File: config.mk
export PLATFORM = sky130hd
export DESIGN_NAME = nand_cache_rd_ctrl
export DESIGN_NICKNAME = d
export VERILOG_FILES = /design/src/rtl/nand_crd_pkg.sv /design/src/rtl/nand_crd_cmd_seq.sv /design/src/rtl/nand_crd_busy_wait.sv /design/src/rtl/nand_crd_page_reader.sv /design/src/rtl/nand_cache_rd_ctrl.sv
export SDC_FILE = /design/constraint.sdc
export NUM_CORES = 1
export LEC_CHECK = 0
export CORE_ASPECT_RATIO = 0.6
export CORE_MARGIN = 2
export CORE_UTILIZATION = 45
export CTS_CLUSTER_DIAMETER = 30
export DETAILED_ROUTE_END_ITERATION = 7
export DONT_BUFFER_PORTS = 1
export PLACE_DENSITY_LB_ADDON = 0.1
export SYNTH_ARGS = -nofsm -noshare
export SYNTH_HDL_FRONTEND = slang
export SYNTH_HIERARCHICAL = 1
export SYNTH_SLANG_ARGS = --single-unit
File: constraint.sdc
create_clock -name clk -period 2.33 [get_ports clk]
set_input_delay 0.233 -clock clk [delete_from_list [all_inputs] [get_ports clk]]
set_output_delay 0.233 -clock clk [all_outputs]
set_load 0.005 [all_outputs]
File: src/rtl/nand_crd_pkg.sv
package nand_crd_pkg;

    localparam int ROW_BITS = 24;

    localparam logic [7:0] OP_READ      = 8'h00;
    localparam logic [7:0] OP_LOAD      = 8'h30;
    localparam logic [7:0] OP_CACHE     = 8'h31;
    localparam logic [7:0] OP_CACHE_END = 8'h3F;

    typedef enum logic [1:0] {
        MODE_PAGE,
        MODE_SEQ,
        MODE_RAND,
        MODE_FINAL
    } crd_mode_e;

    typedef struct packed {
        logic       is_cmd;
        logic [7:0] val;
    } bus_item_t;

    function automatic logic [2:0] seq_len(crd_mode_e m);
        return (m == MODE_SEQ || m == MODE_FINAL) ? 3'd1 : 3'd7;
    endfunction

    function automatic bus_item_t seq_item(crd_mode_e m, logic [ROW_BITS-1:0] row,
                                           logic [2:0] idx);
        bus_item_t it;
        it = '{is_cmd: 1'b0, val: 8'h00};
        if (m == MODE_SEQ) begin
            it = '{is_cmd: 1'b1, val: OP_CACHE};
        end else if (m == MODE_FINAL) begin
            it = '{is_cmd: 1'b1, val: OP_CACHE_END};
        end else begin
            case (idx)
                3'd0:    it = '{is_cmd: 1'b1, val: OP_READ};
                3'd1:    it = '{is_cmd: 1'b0, val: 8'h00};
                3'd2:    it = '{is_cmd: 1'b0, val: 8'h00};
                3'd3:    it = '{is_cmd: 1'b0, val: row[7:0]};
                3'd4:    it = '{is_cmd: 1'b0, val: row[15:8]};
                3'd5:    it = '{is_cmd: 1'b0, val: row[23:16]};
                default: it = '{is_cmd: 1'b1, val: (m == MODE_PAGE) ? OP_LOAD : OP_CACHE};
            endcase
        end
        return it;
    endfunction

endpackage

File: src/rtl/nand_crd_cmd_seq.sv
module nand_crd_cmd_seq
    import nand_crd_pkg::*;
(
    input  logic                clk,
    input  logic                rst,
    input  logic                go,
    input  crd_mode_e           mode,
    input  logic [ROW_BITS-1:0] row,
    output logic                cle,
    output logic                ale,
    output logic                we_n,
    output logic                dq_oe,
    output logic [7:0]          dq,
    output logic                done
);
    logic                active, ph;
    logic [2:0]          idx;
    crd_mode_e           mode_q;
    logic [ROW_BITS-1:0] row_q;
    bus_item_t           item;

    assign item  = seq_item(mode_q, row_q, idx);
    assign we_n  = !(active && !ph);
    assign cle   = active && item.is_cmd;
    assign ale   = active && !item.is_cmd;
    assign dq_oe = active;
    assign dq    = active ? item.val : 8'h00;

    always_ff @(posedge clk) begin
        if (rst) begin
            active <= 1'b0;
            ph     <= 1'b0;
            idx    <= '0;
            mode_q <= MODE_PAGE;
            row_q  <= '0;
            done   <= 1'b0;
        end else begin
            done <= 1'b0;
            if (go) begin
                active <= 1'b1;
                ph     <= 1'b0;
                idx    <= '0;
                mode_q <= mode;
                row_q  <= row;
            end else if (active) begin
                if (!ph) begin
                    ph <= 1'b1;
                end else begin
                    ph <= 1'b0;
                    if (idx == seq_len(mode_q) - 3'd1) begin
                        active <= 1'b0;
                        done   <= 1'b1;
                    end else begin
                        idx <= idx + 3'd1;
                    end
                end
            end
        end
    end
endmodule

File: src/rtl/nand_crd_busy_wait.sv
module nand_crd_busy_wait #(
    parameter int GUARD_CYC = 3,
    parameter int WD_W      = 16
) (
    input  logic            clk,
    input  logic            rst,
    input  logic            go,
    input  logic            rb_n,
    input  logic [WD_W-1:0] limit,
    output logic            done,
    output logic            err
);
    localparam int GW = $clog2(GUARD_CYC + 1);

    logic            active;
    logic [GW-1:0]   guard;
    logic [WD_W-1:0] low_cnt;

    always_ff @(posedge clk) begin
        if (rst) begin
            active  <= 1'b0;
            guard   <= '0;
            low_cnt <= '0;
            done    <= 1'b0;
            err     <= 1'b0;
        end else begin
            done <= 1'b0;
            if (go) begin
                active  <= 1'b1;
                guard   <= GW'(GUARD_CYC);
                low_cnt <= '0;
            end else if (active) begin
                if (!rb_n) begin
                    if (low_cnt == limit) err <= 1'b1;
                    if (low_cnt != '1) low_cnt <= low_cnt + 1'b1;
                end
                if (guard != '0) begin
                    guard <= guard - 1'b1;
                end else if (rb_n) begin
                    active <= 1'b0;
                    done   <= 1'b1;
                end
            end
        end
    end
endmodule

File: src/rtl/nand_crd_page_reader.sv
module nand_crd_page_reader #(
    parameter int PAGE_BYTES = 16
) (
    input  logic       clk,
    input  logic       rst,
    input  logic       go,
    input  logic [7:0] dq_in,
    output logic       re_n,
    output logic       byte_valid,
    output logic [7:0] byte_data,
    output logic       byte_last,
    output logic       done
);
    localparam int COL_W = (PAGE_BYTES > 1) ? $clog2(PAGE_BYTES) : 1;
    localparam logic [COL_W-1:0] COL_END = COL_W'(PAGE_BYTES - 1);

    logic             active, ph;
    logic [COL_W-1:0] col;

    assign re_n = !(active && !ph);

    always_ff @(posedge clk) begin
        if (rst) begin
            active     <= 1'b0;
            ph         <= 1'b0;
            col        <= '0;
            byte_valid <= 1'b0;
            byte_data  <= '0;
            byte_last  <= 1'b0;
            done       <= 1'b0;
        end else begin
            done       <= 1'b0;
            byte_valid <= 1'b0;
            byte_last  <= 1'b0;
            if (go) begin
                active <= 1'b1;
                ph     <= 1'b0;
                col    <= '0;
            end else if (active) begin
                if (!ph) begin
                    byte_valid <= 1'b1;
                    byte_data  <= dq_in;
                    byte_last  <= (col == COL_END);
                    ph         <= 1'b1;
                end else begin
                    ph <= 1'b0;
                    if (col == COL_END) begin
                        active <= 1'b0;
                        done   <= 1'b1;
                    end else begin
                        col <= col + 1'b1;
                    end
                end
            end
        end
    end
endmodule

File: src/rtl/nand_cache_rd_ctrl.sv
module nand_cache_rd_ctrl
    import nand_crd_pkg::*;
#(
    parameter int ROW_W      = 24,
    parameter int PAGE_BYTES = 16,
    parameter int WD_W       = 16,
    parameter int GUARD_CYC  = 3
) (
    input  logic             clk,
    input  logic             rst,
    input  logic             req_valid,
    output logic             req_ready,
    input  logic [ROW_W-1:0] req_page,
    input  logic             req_last,
    input  logic [WD_W-1:0]  busy_limit,
    output logic             nand_cle,
    output logic             nand_ale,
    output logic             nand_we_n,
    output logic             nand_re_n,
    output logic [7:0]       nand_dq_out,
    output logic             nand_dq_oe,
    input  logic [7:0]       nand_dq_in,
    input  logic             nand_rb_n,
    output logic             out_valid,
    output logic [7:0]       out_data,
    output logic             out_page_end,
    output logic             err_busy_timeout
);
    typedef enum logic [2:0] {
        ST_IDLE,
        ST_CMD,
        ST_WAIT,
        ST_NEXT,
        ST_READ
    } ctl_state_e;

    ctl_state_e          state;
    logic [ROW_W-1:0]    prev_page;
    logic                last_seen, finishing, first_load;
    logic                seq_go, busy_go, rd_go;
    crd_mode_e           seq_mode;
    logic [ROW_BITS-1:0] seq_row;
    logic                seq_done, busy_done, rd_done;
    logic                accept;

    assign req_ready = (state == ST_IDLE) || (state == ST_NEXT);
    assign accept    = req_valid && req_ready;

    always_ff @(posedge clk) begin
        if (rst) begin
            state      <= ST_IDLE;
            prev_page  <= '0;
            last_seen  <= 1'b0;
            finishing  <= 1'b0;
            first_load <= 1'b0;
            seq_go     <= 1'b0;
            busy_go    <= 1'b0;
            rd_go      <= 1'b0;
            seq_mode   <= MODE_PAGE;
            seq_row    <= '0;
        end else begin
            seq_go  <= 1'b0;
            busy_go <= 1'b0;
            rd_go   <= 1'b0;
            case (state)
                ST_IDLE: if (accept) begin
                    prev_page  <= req_page;
                    seq_row    <= ROW_BITS'(req_page);
                    seq_mode   <= MODE_PAGE;
                    seq_go     <= 1'b1;
                    last_seen  <= req_last;
                    finishing  <= 1'b0;
                    first_load <= 1'b1;
                    state      <= ST_CMD;
                end
                ST_CMD: if (seq_done) begin
                    busy_go <= 1'b1;
                    state   <= ST_WAIT;
                end
                ST_WAIT: if (busy_done) begin
                    if (first_load && !last_seen) begin
                        first_load <= 1'b0;
                        state      <= ST_NEXT;
                    end else begin
                        if (first_load) finishing <= 1'b1;
                        first_load <= 1'b0;
                        rd_go      <= 1'b1;
                        state      <= ST_READ;
                    end
                end
                ST_NEXT: if (accept) begin
                    prev_page <= req_page;
                    seq_row   <= ROW_BITS'(req_page);
                    seq_mode  <= (req_page == prev_page + ROW_W'(1)) ? MODE_SEQ : MODE_RAND;
                    seq_go    <= 1'b1;
                    last_seen <= req_last;
                    state     <= ST_CMD;
                end
                ST_READ: if (rd_done) begin
                    if (finishing) begin
                        state <= ST_IDLE;
                    end else if (last_seen) begin
                        finishing <= 1'b1;
                        seq_mode  <= MODE_FINAL;
                        seq_go    <= 1'b1;
                        state     <= ST_CMD;
                    end else begin
                        state <= ST_NEXT;
                    end
                end
                default: state <= ST_IDLE;
            endcase
        end
    end

    nand_crd_cmd_seq u_seq (
        .clk   (clk),
        .rst   (rst),
        .go    (seq_go),
        .mode  (seq_mode),
        .row   (seq_row),
        .cle   (nand_cle),
        .ale   (nand_ale),
        .we_n  (nand_we_n),
        .dq_oe (nand_dq_oe),
        .dq    (nand_dq_out),
        .done  (seq_done)
    );

    nand_crd_busy_wait #(.GUARD_CYC(GUARD_CYC), .WD_W(WD_W)) u_busy (
        .clk   (clk),
        .rst   (rst),
        .go    (busy_go),
        .rb_n  (nand_rb_n),
        .limit (busy_limit),
        .done  (busy_done),
        .err   (err_busy_timeout)
    );

    nand_crd_page_reader #(.PAGE_BYTES(PAGE_BYTES)) u_rd (
        .clk        (clk),
        .rst        (rst),
        .go         (rd_go),
        .dq_in      (nand_dq_in),
        .re_n       (nand_re_n),
        .byte_valid (out_valid),
        .byte_data  (out_data),
        .byte_last  (out_page_end),
        .done       (rd_done)
    );
endmodule

==> impl_metrics.json <==
{
  "wl_per_cell_um": 18.3,
  "grt_most_used_layer": "met1",
  "synth-edff-count": 0,
  "coreArea_sq_mm": 0.0121,
  "synth_nets": 732,
  "antennaDiodeCount": 0,
  "p_switching_mw": 1.42,
  "p_per_area_mw_per_mm2": 741,
  "fin_crit_sh_pct": 101,
  "clock_sinks": 105,
  "holdCritPathClass": "in -> reg",
  "cp_max_fo": 3,
  "die_width_um": 148,
  "routed_via_density": 5.87,
  "drive_gt1_share_pct": 13.7,
  "clk-insertion-delay-late_ps": 350,
  "seq_area_sq_mm": 0.00211,
  "drt_iter0_drc": 485,
  "violations": "setup timing",
  "grtUsageTotal_pct": 23.5,
  "multiInputGateArea_sq_mm": 0.00339,
  "die_area_sq_mm": 0.0134,
  "synth-main-ff-cell": "dfxtp_1",
  "rsz0062_at_grt": "true",
  "start_kind": "register",
  "max_slew_margin_pct": 48.5,
  "drtAntennaViolNets": 0,
  "antenna_found_initial": 0,
  "pre_cts_slack_ps": -52.3,
  "use_met2_pct": 30.7,
  "synth_top_area_share_pct": 37.4,
  "synthCells": 670,
  "ys_seq_area_share_pct": 37.4,
  "netlist_top_cells_area": "dfxtp_1 (37%), mux2i_1 (6.4%), a21oi_1 (5.8%), nand2_1 (5.2%), nor2_1 (4.1%)",
  "cts.clk_slew.worst_paths_ps": 70,
  "cts_buffer_depth": 2,
  "die_h_um": 90.6,
  "fin_crit_ps": 2350,
  "power.leakage_nw": 2.18,
  "num-fill-cells": 1113,
  "num_vias": 5031,
  "cp.arrival_ps": 2630,
  "layout_setup_ws_ps": -20.5,
  "grt_max_degree": 75,
  "pwr-share-clk_pct": 34.5,
  "setup_viol": 1,
  "rrSetupSlack_ps": -20,
  "outcome": "finished with violations",
  "dr.pass1.iters": 5,
  "grt_overflow": 0,
  "grt_pass1_wl_mm": 25.1,
  "async_reset_ff_share_pct": 0,
  "grt.met3_usage_pct": 5.51,
  "endpoint_kind": "register",
  "dpl.cell_count": 837,
  "htree_num_levels": 3,
  "critPathKind": "reg -> reg",
  "finalHoldViolations": 0,
  "tightestPinTransition_ps": 769,
  "stdcell_count": 857,
  "cts-root-buf": "clkbuf_16",
  "finish.net_count": 749,
  "grt_pass1_vias": 4561,
  "finalClockSkew_ps": 9.50,
  "syn_to_final_growth_pct": 14.1,
  "hpwl_mm": 11.4,
  "sw_frac_of_total_pct": 29.9,
  "num_rows": 31,
  "maxCapViolCount": 0,
  "yosys_register_bits": 105,
  "finalMaxSlewViolations": 0,
  "totalNegativeSetupSlack_ps": -20.5,
  "synthesis.area_sq_mm": 0.00563,
  "pwr-share-seq_pct": 43.8,
  "total_power_mw": 4.76,
  "yosys.area.top_type": "dfxtp_1",
  "synth_area_per_cell_sq_um": 8.40,
  "start_util_pct": 46.3,
  "routed_wl_mm": 15.7,
  "met1_usage_pct": 38.2,
  "gp_congestion": 0.906,
  "comb_power_share_pct": 21.7,
  "clock.fmax_mhz": 425,
  "p_int_mw": 3.34,
  "drc_errors": 0,
  "ir_worst_vdd_v": 0.000355,
  "ys_warn_count": 6,
  "numPortBuffers": 0,
  "synthDistinctLibCells": 74,
  "cts_made_buffers": 9,
  "crit_required_ps": 2610,
  "cts_tree": "yes",
  "pin_count": 78
}
[path summary, 6_finish.rpt]
check,to,cells past startpoint,startpoint
worst max register to register,seq_mode[0],9,seq_row[1]
worst min register to register,busy_go,1,u_seq/done
worst min-delay path,seq_row[1],2,req_page[1]
worst max-delay path,seq_mode[0],9,seq_row[1]
[critical path, cell delays in order, from the launching register on]
cell and delay (ps):
dfxtp_2 350, ha_4 160, nand3_4 90, or4_4 570
o21a_1 220, or3_4 390, a21oi_4 160, buf_4 120
o211ai_1 90, o21ai_1 140
[cell usage after synthesis, types with 3 or more instances]
library cell	instances
nand4_1	12
o21ai_1	3
nand2b_1	6
buf_4	4
or3_1	7
a221oi_1	4
nand3_1	26
o21ai_0	19
or2_2	3
or4_1	9
clkbuf_1	18
ha_1	9
dfxtp_1	105
a211oi_1	6
and2_1	7
a21oi_1	65
a222oi_1	4
buf_2	7
xnor2_1	24
nand2_1	78
xor2_1	25
and3_1	3
nand4b_1	3
o31ai_1	9
a31oi_1	4
nor4_1	11
o21a_1	4
a41oi_1	3
buf_1	3
nor3_1	22
inv_1	17
mux2i_1	36
nor2_1	62
[registers in the layout, summed over array words and instances (netlist names), 2 cells and up]
| name | flops |
|---|---|
| u_busy/guard | 2 |
| seq_mode | 2 |
| u_seq/mode_q | 2 |
| seq_row | 24 |
| u_seq/row_q | 24 |
| u_rd/col | 4 |
| u_seq/idx | 3 |
| u_busy/low_cnt | 16 |
| u_rd/byte_data | 8 |
| state | 3 |
[what timing repair did]
action,CTS,global route
gates resized for setup,6,14
pin swaps,1,8
buffers inserted,0,1
hold buffers,2,1
endpoints found under the setup margin,3,5
hold endpoints to repair,74,1
[per-layer routing]
layer  vias to the layer above  wire [um]
met1                      2384       8070
met4                         0        126
met2                       180       6250
met3                        12       1280
met5                         -          0
li1                       2455          -
[stage by stage]
step / hold WS, ps / utilization, % / instance area, sq um
final: 13.1 / 52.9 / 6420
after global routing: 6.15 / 52.9 / 6420
after CTS: 3.22 / 52.3 / 6340
after detailed placement: 306 / 49.0 / 5950
after global placement: 310 / 49.0 / 5950
after floorplan: 305 / - / 5640
[cells in the final DEF, fill, tap and decap left out, drive strengths merged, types with 3 or more instances in the layout]
cell    synthesis  layout
dfxtp         105     105
nand2          79      79
a21oi          66      66
nor2           63      63
buf            16      38
mux2i          36      36
nand3          27      27
xor2           25      25
xnor2          24      24
nor3           22      22
o21ai          22      22
inv            19      19
nand4          16      16
nor4           12      12
clkbuf         18      12
or4            10      10
o31ai           9       9
ha              9       9
and2            7       7
a211oi          7       7
or3             7       7
nand2b          7       7
a31oi           5       5
o21a            4       4
a222oi          4       4
and3            4       4
a221oi          4       4
or2             3       3
nand4b          3       3
a41oi           3       3
o311ai          3       3
[power groups by stage]
stage	combinational [mW]	clock, mW	sequential [mW]
after floorplan	0.685	0	2.08
after global placement	0.949	0	2.11
after detailed placement	0.959	0	2.12
after CTS	0.998	1.69	2.08
after global routing	1.14	1.76	2.10
final	1.03	1.64	2.08
[cell families (layout without fill, tap and decap cells)]
logic type | Yosys count | count (layout) | share of synthesized area [%]
and+or+nand+nor | 271 | 271 | 25.4
AOI/OAI and AO/OA | 146 | 146 | 16.8
DFF | 105 | 105 | 37.4
buffers and inverters | 53 | 75 | 4.22
xor gates and xnor gates | 49 | 49 | 7.63
muxes | 37 | 37 | 6.60
adders and majority gates | 9 | 9 | 2.00
[final cells by class]
class / instances / share of cell area, %
clock inverter: 4 / 1.19
timing repair buffer: 40 / 5.07
inverter: 19 / 1.11
tap: 165 / 3.22
clock buffer: 12 / 3.84
sequential: 105 / 32.8
multi-input combinational: 512 / 52.7
(Power assumes the default switching activity.)
